**config.mk**
```make
export PLATFORM = sky130hd
export DESIGN_NAME = pdadda_mul8
export DESIGN_NICKNAME = d
export VERILOG_FILES = /design/src/rtl/pdm_pkg.sv /design/src/rtl/pdm_cells.sv /design/src/rtl/pdm_lo_tree.sv /design/src/rtl/pdm_hi_tree.sv /design/src/rtl/pdm_merge.sv /design/src/rtl/pdadda_mul8.sv
export SDC_FILE = /design/constraint.sdc
export NUM_CORES = 1
export LEC_CHECK = 0
export ABC_AREA = 1
export BUFFER_PORTS_ARGS = -buffer_cell sky130_fd_sc_hd__buf_2
export CORE_MARGIN = 3
export CORE_UTILIZATION = 61
export DETAILED_ROUTE_END_ITERATION = 6
export PLACE_DENSITY = 0.85
export SYNTH_ARGS = -nofsm -noshare
export SYNTH_HDL_FRONTEND = slang
export SYNTH_SLANG_ARGS = --single-unit
```
**constraint.sdc**
```tcl
create_clock -name vclk -period 7.7
set_clock_uncertainty 0.05 [all_clocks]
set_input_delay 0.385 -clock vclk [all_inputs]
set_output_delay 0.385 -clock vclk [all_outputs]
set_load 0.02 [all_outputs]
```
**src/rtl/pdm_pkg.sv**
```systemverilog
package pdm_pkg;
  localparam int OP_W     = 8;
  localparam int PROD_W   = 2 * OP_W;
  localparam int LO_COLS  = OP_W;
  localparam int LO_BITS  = LO_COLS * (LO_COLS + 1) / 2;
  localparam int HI_BITS  = OP_W * OP_W - LO_BITS;
  localparam int LO_RES_W = 11;
  localparam int HI_RES_W = PROD_W - OP_W;
  localparam int LO_ROW_W = LO_RES_W - 1;
  localparam int HI_ROW_W = HI_RES_W - 1;
  localparam int OVL_W    = LO_RES_W - OP_W;
  localparam int TOP_W    = PROD_W - LO_RES_W;

  // flat position of lower-group bit (column col, row row)
  function automatic int loIdx(int col, int row);
    return col * (col + 1) / 2 + row;
  endfunction

  // flat position of upper-group bit (column col >= OP_W, row row)
  function automatic int hiIdx(int col, int row);
    int off;
    off = 0;
    for (int k = OP_W; k < col; k++) off += 2 * OP_W - 1 - k;
    return off + row;
  endfunction
endpackage

```
**src/rtl/pdm_cells.sv**
```systemverilog
module fa_cell (
  input  logic a,
  input  logic b,
  input  logic ci,
  output logic s,
  output logic co
);
  assign s  = a ^ b ^ ci;
  assign co = (a & b) | (ci & (a ^ b));
endmodule

module ha_cell (
  input  logic a,
  input  logic b,
  output logic s,
  output logic co
);
  assign s  = a ^ b;
  assign co = a & b;
endmodule

module rip_add #(
  parameter int W = 3
) (
  input  logic [W-1:0] x,
  input  logic [W-1:0] y,
  input  logic         cin,
  output logic [W-1:0] sum,
  output logic         cout
);
  logic [W:0] carry;
  always_comb begin
    carry[0] = cin;
    for (int k = 0; k < W; k++) begin
      sum[k]       = x[k] ^ y[k] ^ carry[k];
      carry[k + 1] = (x[k] & y[k]) | (carry[k] & (x[k] ^ y[k]));
    end
    cout = carry[W];
  end
endmodule

module bec_inc #(
  parameter int W = 5
) (
  input  logic [W-1:0] x,
  output logic [W-1:0] xPlusOne
);
  genvar k;
  assign xPlusOne[0] = ~x[0];
  generate
    for (k = 1; k < W; k++) begin : g_bit
      assign xPlusOne[k] = x[k] ^ (&x[k-1:0]);
    end
  endgenerate
endmodule

```
**src/rtl/pdm_lo_tree.sv**
```systemverilog
module pdm_lo_tree
  import pdm_pkg::*;
(
  input  logic [LO_BITS-1:0]  pp,
  output logic [LO_RES_W-1:0] loPart
);
  function automatic int at(int col, int row);
    return loIdx(col, row);
  endfunction

  logic [16:0] fS, fC;
  logic [5:0]  hS, hC;
  logic [LO_ROW_W-1:0] rowA, rowB;
  logic [LO_ROW_W-1:0] sumLo;
  logic                coutLo;

  // stage 1: limit height 6
  ha_cell u_h0 (.a(pp[at(6,0)]), .b(pp[at(6,1)]), .s(hS[0]), .co(hC[0]));
  fa_cell u_f0 (.a(pp[at(7,0)]), .b(pp[at(7,1)]), .ci(pp[at(7,2)]), .s(fS[0]), .co(fC[0]));
  ha_cell u_h1 (.a(pp[at(7,3)]), .b(pp[at(7,4)]), .s(hS[1]), .co(hC[1]));
  // stage 2: limit height 4
  ha_cell u_h2 (.a(pp[at(4,0)]), .b(pp[at(4,1)]), .s(hS[2]), .co(hC[2]));
  fa_cell u_f1 (.a(pp[at(5,0)]), .b(pp[at(5,1)]), .ci(pp[at(5,2)]), .s(fS[1]), .co(fC[1]));
  ha_cell u_h3 (.a(pp[at(5,3)]), .b(pp[at(5,4)]), .s(hS[3]), .co(hC[3]));
  fa_cell u_f2 (.a(pp[at(6,2)]), .b(pp[at(6,3)]), .ci(pp[at(6,4)]), .s(fS[2]), .co(fC[2]));
  fa_cell u_f3 (.a(pp[at(6,5)]), .b(pp[at(6,6)]), .ci(hS[0]), .s(fS[3]), .co(fC[3]));
  fa_cell u_f4 (.a(pp[at(7,5)]), .b(pp[at(7,6)]), .ci(pp[at(7,7)]), .s(fS[4]), .co(fC[4]));
  fa_cell u_f5 (.a(hC[0]), .b(fS[0]), .ci(hS[1]), .s(fS[5]), .co(fC[5]));
  // stage 3: limit height 3
  ha_cell u_h4 (.a(pp[at(3,0)]), .b(pp[at(3,1)]), .s(hS[4]), .co(hC[4]));
  fa_cell u_f6 (.a(pp[at(4,2)]), .b(pp[at(4,3)]), .ci(pp[at(4,4)]), .s(fS[6]), .co(fC[6]));
  fa_cell u_f7 (.a(pp[at(5,5)]), .b(hC[2]), .ci(fS[1]), .s(fS[7]), .co(fC[7]));
  fa_cell u_f8 (.a(fC[1]), .b(hC[3]), .ci(fS[2]), .s(fS[8]), .co(fC[8]));
  fa_cell u_f9 (.a(fC[2]), .b(fC[3]), .ci(fS[4]), .s(fS[9]), .co(fC[9]));
  fa_cell u_f10 (.a(fC[0]), .b(hC[1]), .ci(fC[4]), .s(fS[10]), .co(fC[10]));
  // stage 4: limit height 2
  ha_cell u_h5 (.a(pp[at(2,0)]), .b(pp[at(2,1)]), .s(hS[5]), .co(hC[5]));
  fa_cell u_f11 (.a(pp[at(3,2)]), .b(pp[at(3,3)]), .ci(hS[4]), .s(fS[11]), .co(fC[11]));
  fa_cell u_f12 (.a(hS[2]), .b(hC[4]), .ci(fS[6]), .s(fS[12]), .co(fC[12]));
  fa_cell u_f13 (.a(hS[3]), .b(fC[6]), .ci(fS[7]), .s(fS[13]), .co(fC[13]));
  fa_cell u_f14 (.a(fS[3]), .b(fC[7]), .ci(fS[8]), .s(fS[14]), .co(fC[14]));
  fa_cell u_f15 (.a(fS[5]), .b(fC[8]), .ci(fS[9]), .s(fS[15]), .co(fC[15]));
  fa_cell u_f16 (.a(fC[5]), .b(fC[9]), .ci(fS[10]), .s(fS[16]), .co(fC[16]));

  assign rowA = {fC[10], fC[15], fC[14], fC[13], fC[12], fC[11], hC[5],
                 pp[at(2,2)], pp[at(1,0)], pp[at(0,0)]};
  assign rowB = {fC[16], fS[16], fS[15], fS[14], fS[13], fS[12], fS[11],
                 hS[5], pp[at(1,1)], 1'b0};

  rip_add #(.W(LO_ROW_W)) u_cpa (
    .x(rowA), .y(rowB), .cin(1'b0), .sum(sumLo), .cout(coutLo)
  );
  assign loPart = {coutLo, sumLo};
endmodule

```
**src/rtl/pdm_hi_tree.sv**
```systemverilog
module pdm_hi_tree
  import pdm_pkg::*;
(
  input  logic [HI_BITS-1:0]  pp,
  output logic [HI_RES_W-1:0] hiPart
);
  function automatic int at(int col, int row);
    return hiIdx(col, row);
  endfunction

  logic [13:0] fS, fC;
  logic [4:0]  hS, hC;
  logic [HI_ROW_W-1:0] rowA, rowB;
  logic [HI_ROW_W-1:0] sumHi;
  logic                coutHi;

  // stage 1: limit height 6
  ha_cell u_h0 (.a(pp[at(8,0)]), .b(pp[at(8,1)]), .s(hS[0]), .co(hC[0]));
  ha_cell u_h1 (.a(pp[at(9,0)]), .b(pp[at(9,1)]), .s(hS[1]), .co(hC[1]));
  // stage 2: limit height 4
  fa_cell u_f0 (.a(pp[at(8,2)]), .b(pp[at(8,3)]), .ci(pp[at(8,4)]), .s(fS[0]), .co(fC[0]));
  fa_cell u_f1 (.a(pp[at(9,2)]), .b(pp[at(9,3)]), .ci(pp[at(9,4)]), .s(fS[1]), .co(fC[1]));
  ha_cell u_h2 (.a(pp[at(9,5)]), .b(hC[0]), .s(hS[2]), .co(hC[2]));
  fa_cell u_f2 (.a(pp[at(10,0)]), .b(pp[at(10,1)]), .ci(pp[at(10,2)]), .s(fS[2]), .co(fC[2]));
  fa_cell u_f3 (.a(pp[at(10,3)]), .b(pp[at(10,4)]), .ci(hC[1]), .s(fS[3]), .co(fC[3]));
  fa_cell u_f4 (.a(pp[at(11,0)]), .b(pp[at(11,1)]), .ci(pp[at(11,2)]), .s(fS[4]), .co(fC[4]));
  // stage 3: limit height 3
  ha_cell u_h3 (.a(pp[at(8,5)]), .b(pp[at(8,6)]), .s(hS[3]), .co(hC[3]));
  fa_cell u_f5 (.a(hS[1]), .b(fC[0]), .ci(fS[1]), .s(fS[5]), .co(fC[5]));
  fa_cell u_f6 (.a(fC[1]), .b(hC[2]), .ci(fS[2]), .s(fS[6]), .co(fC[6]));
  fa_cell u_f7 (.a(pp[at(11,3)]), .b(fC[2]), .ci(fC[3]), .s(fS[7]), .co(fC[7]));
  fa_cell u_f8 (.a(pp[at(12,0)]), .b(pp[at(12,1)]), .ci(pp[at(12,2)]), .s(fS[8]), .co(fC[8]));
  // stage 4: limit height 2
  ha_cell u_h4 (.a(hS[0]), .b(fS[0]), .s(hS[4]), .co(hC[4]));
  fa_cell u_f9 (.a(hS[2]), .b(hC[3]), .ci(fS[5]), .s(fS[9]), .co(fC[9]));
  fa_cell u_f10 (.a(fS[3]), .b(fC[5]), .ci(fS[6]), .s(fS[10]), .co(fC[10]));
  fa_cell u_f11 (.a(fS[4]), .b(fC[6]), .ci(fS[7]), .s(fS[11]), .co(fC[11]));
  fa_cell u_f12 (.a(fC[4]), .b(fC[7]), .ci(fS[8]), .s(fS[12]), .co(fC[12]));
  fa_cell u_f13 (.a(pp[at(13,0)]), .b(pp[at(13,1)]), .ci(fC[8]), .s(fS[13]), .co(fC[13]));

  assign rowA = {pp[at(14,0)], fC[12], fC[11], fC[10], fC[9], hC[4], hS[3]};
  assign rowB = {fC[13], fS[13], fS[12], fS[11], fS[10], fS[9], hS[4]};

  rip_add #(.W(HI_ROW_W)) u_cpa (
    .x(rowA), .y(rowB), .cin(1'b0), .sum(sumHi), .cout(coutHi)
  );
  assign hiPart = {coutHi, sumHi};
endmodule

```
**src/rtl/pdm_merge.sv**
```systemverilog
module pdm_merge
  import pdm_pkg::*;
(
  input  logic [LO_RES_W-1:0] loPart,
  input  logic [HI_RES_W-1:0] hiPart,
  output logic [PROD_W-1:0]   product
);
  logic [OVL_W-1:0] ovlSum;
  logic             ovlCarry;
  logic [TOP_W-1:0] topPlain, topInc;

  rip_add #(.W(OVL_W)) u_ovl (
    .x(loPart[LO_RES_W-1:OP_W]), .y(hiPart[OVL_W-1:0]), .cin(1'b0),
    .sum(ovlSum), .cout(ovlCarry)
  );

  assign topPlain = hiPart[HI_RES_W-1:OVL_W];
  bec_inc #(.W(TOP_W)) u_bec (.x(topPlain), .xPlusOne(topInc));

  assign product = {ovlCarry ? topInc : topPlain, ovlSum, loPart[OP_W-1:0]};
endmodule

```
**src/rtl/pdadda_mul8.sv**
```systemverilog
module pdadda_mul8
  import pdm_pkg::*;
(
  input  logic [OP_W-1:0]   opA,
  input  logic [OP_W-1:0]   opB,
  output logic [PROD_W-1:0] product
);
  logic [LO_BITS-1:0]  loPp;
  logic [HI_BITS-1:0]  hiPp;
  logic [LO_RES_W-1:0] loPart;
  logic [HI_RES_W-1:0] hiPart;

  genvar i, j;
  generate
    for (i = 0; i < OP_W; i++) begin : g_row
      for (j = 0; j < OP_W; j++) begin : g_col
        if (i + j < LO_COLS) begin : g_lo
          assign loPp[loIdx(i + j, i)] = opA[j] & opB[i];
        end else begin : g_hi
          assign hiPp[hiIdx(i + j, OP_W - 1 - j)] = opA[j] & opB[i];
        end
      end
    end
  endgenerate

  pdm_lo_tree u_lo (.pp(loPp), .loPart(loPart));
  pdm_hi_tree u_hi (.pp(hiPp), .hiPart(hiPart));
  pdm_merge   u_mrg (.loPart(loPart), .hiPart(hiPart), .product(product));
endmodule

```
==> flow_metrics.py <==
metrics = {
    "status": {
        "outcome": "complete, no violations",
    },
    "power_and_ir_drop": {
        "pwr-share-comb_pct": 100.0,
        "power_density_nw_per_um2": 222.4,
        "clkPwrFrac_pct": 0,
        "peakVddDrop_v": 0.0002897,
        "p_seq_share_pct": 0,
        "p_leak_nw": 1.432,
        "internal_power_mw": 0.1682,
        "switching_share_pct": 63.57,
        "p_sw_mw": 0.2935,
    },
    "worst_setup_path": {
        "criticalPathCategory": "in -> out",
        "cp_slowest_cell": "fa_1",
        "start_kind": "primary input",
        "critPathMaxFanout": 8,
        "cpMostUsedCell": "fa_1",
        "cp_num_cells": 23,
        "cpPeakStageDelay_ns": 0.51,
        "critPathRequiredTime_ns": 7.26,
        "crit_path_cell_trace": "buf_2 -> nand2_1 -> inv_1 -> ha_1 -> fa_1 -> inv_1 -> fa_1 -> fa_1 -> fa_1 -> fa_1 -> fa_1 -> fa_1 -> fa_1 -> inv_1 -> fa_1 -> inv_1 -> fa_1 -> inv_1 -> nand2_1 -> nand2_1 -> nand2_1 -> inv_1 -> buf_2",
        "end_kind": "primary output",
        "cp_top_family": "adder cells",
        "critPathBufInv": 8,
        "worstPathArrival_ns": 5.69,
    },
    "hold_path": {
        "hp-class": "in -> out",
        "holdPathStages": 4,
    },
    "detailed_routing": {
        "routed_wl_um": 3768,
        "num_vias": 1543,
        "wl_per_cell_um": 11.52,
        "antenna_left": 0,
        "vias_per_cell": 4.719,
        "drc_errors": 0,
        "first_pass_iters": 4,
        "drt_iter0_drc": 101,
    },
    "grt": {
        "antenna_found_initial": 0,
        "grt_usage_pct": 22.53,
        "grt_pass1_wl_um": 7210,
        "first_global_vias": 1669,
        "grt_max_degree": 9,
        "overflow": 0,
    },
    "timing": {
        "fin_tns_setup_ns": 0,
        "finalCriticalPeriod_ns": 6.122,
        "worst_pin_slew_ns": 0.1953,
        "hold_viol": 0,
        "max_slew_margin_pct": 86.94,
        "setup_viol": 0,
        "fin_crit_sh_pct": 79.50,
        "fmax_mhz": 163.4,
        "final_max_slew_viol_count": 0,
        "rsz0062_at_grt": "no",
    },
    "floorplanning": {
        "die_h_um": 62.44,
        "io_pins": 32,
        "die_w_um": 62.44,
        "die-area_um2": 3899,
        "coreArea_um2": 2900,
        "initial_core_util_pct": 67.00,
        "rows": 19,
    },
    "logic_synthesis": {
        "syn_area_um2": 1943,
        "ys_types": 9,
        "ys_seq_area_share_pct": 0,
        "synth.avg_cell_area_um2": 7.223,
        "synth_warnings": 0,
        "synthCells": 269,
        "syn-num-nets": 348,
    },
    "finish": {
        "nFlopsAndLatches": 0,
        "nFillCells": 249,
        "synthToLayoutAreaGrowth_pct": 6.825,
        "fin_nets": 366,
        "post_route_cells_drive_above_1_share_pct": 11.93,
        "design_area_um2": 2076,
        "postLayoutCoreUtil_pct": 71.57,
        "regArea_um2": 0,
        "nClkBuffers": 0,
        "diodes": 0,
        "multi_input_area_um2": 1454,
    },
    "clock_tree": {
        "postCtsHoldBufs": 0,
        "post_cts_buffers": 0,
        "cts_resized": 0,
    },
    "placement": {
        "dp_hpwl_um": 3327,
        "globalplace.congestion": 0.8562,
        "portBuffers": 32,
        "placed_area_um2": 2076,
    },
    "run": {
        "drv_cap": 0,
    },
}
==> path summary, 6_finish.rpt <==
| kind | start | to | slack (ns) |
|---|---|---|---|
| hold / removal | opB[0] | product[0] | 1.12 |
| setup / recovery | opA[3] | product[14] | 1.58 |
==> final cells by class <==
cell class                      instances  share of cell area [%]
Timing Repair Buffer                   32                   7.716
Inverter                              109                   19.71
Tap cell                               42                   2.532
Multi-Input combinational cell        144                   70.04
==> metal layers <==
metal  global-route usage (%)  vias up  wire length [um]
met5                        0        -                 0
met4                    4.959        0                82
met3                   0.7194        8               292
met2                    42.74       70              1994
met1                    28.37      731              1399
li1                         -      734                 -
==> power groups by stage <==
stage / clock [mW] / combinational, mW / sequential, mW
detailed placement: 0 / 0.470 / 0
finish: 0 / 0.462 / 0
global route: 0 / 0.538 / 0
floorplan: 0 / 0.344 / 0
CTS: 0 / 0.471 / 0
global placement: 0 / 0.449 / 0
==> cells by family (layout without fill, tap and decap cells) <==
group                    after synthesis  count (layout)  share of synthesized area, %
buffers and inverters                125             141                         25.18
AND/OR/NAND/NOR                       80              80                         15.65
adder cells (fa/ha/maj)               63              63                         58.72
XOR/XNOR                               1               1                        0.4508
==> Yosys cell counts (all sizes together) <==
master  count  area (um^2)
fa         47        940.9
xor2        1        8.760
ha         16        200.2
nor2        1        6.260
nand3       1        5.000
inv       109        409.1
buf        16        80.08
nand2      78        292.8
==> worst min-delay path, delay by kind of cell <==
| kind | cells | cell delay, ns |
|---|---|---|
| buffers and inverters | 3 | 0.32 |
| AND/OR/NAND/NOR | 1 | 0.07 |
==> stage by stage <==
stage	total power [mW]	cells	setup slack [ns]	hold WS, ns
floorplan	0.3441	269	1.913	0.9969
global placement	0.4490	327	1.713	1.118
detailed placement	0.4698	327	1.573	1.123
CTS	0.4708	327	1.569	1.123
global route	0.5377	327	1.289	1.147
finish	0.4617	327	1.578	1.123
==> placed cells by master (no fill, tap or decap) <==
cell type,count
xor2_1,1
inv_1,108
inv_2,1
ha_1,16
nand3_1,1
nor2_2,1
nand2_1,78
buf_2,32
fa_1,47
Power figures use the tool's default switching activity.
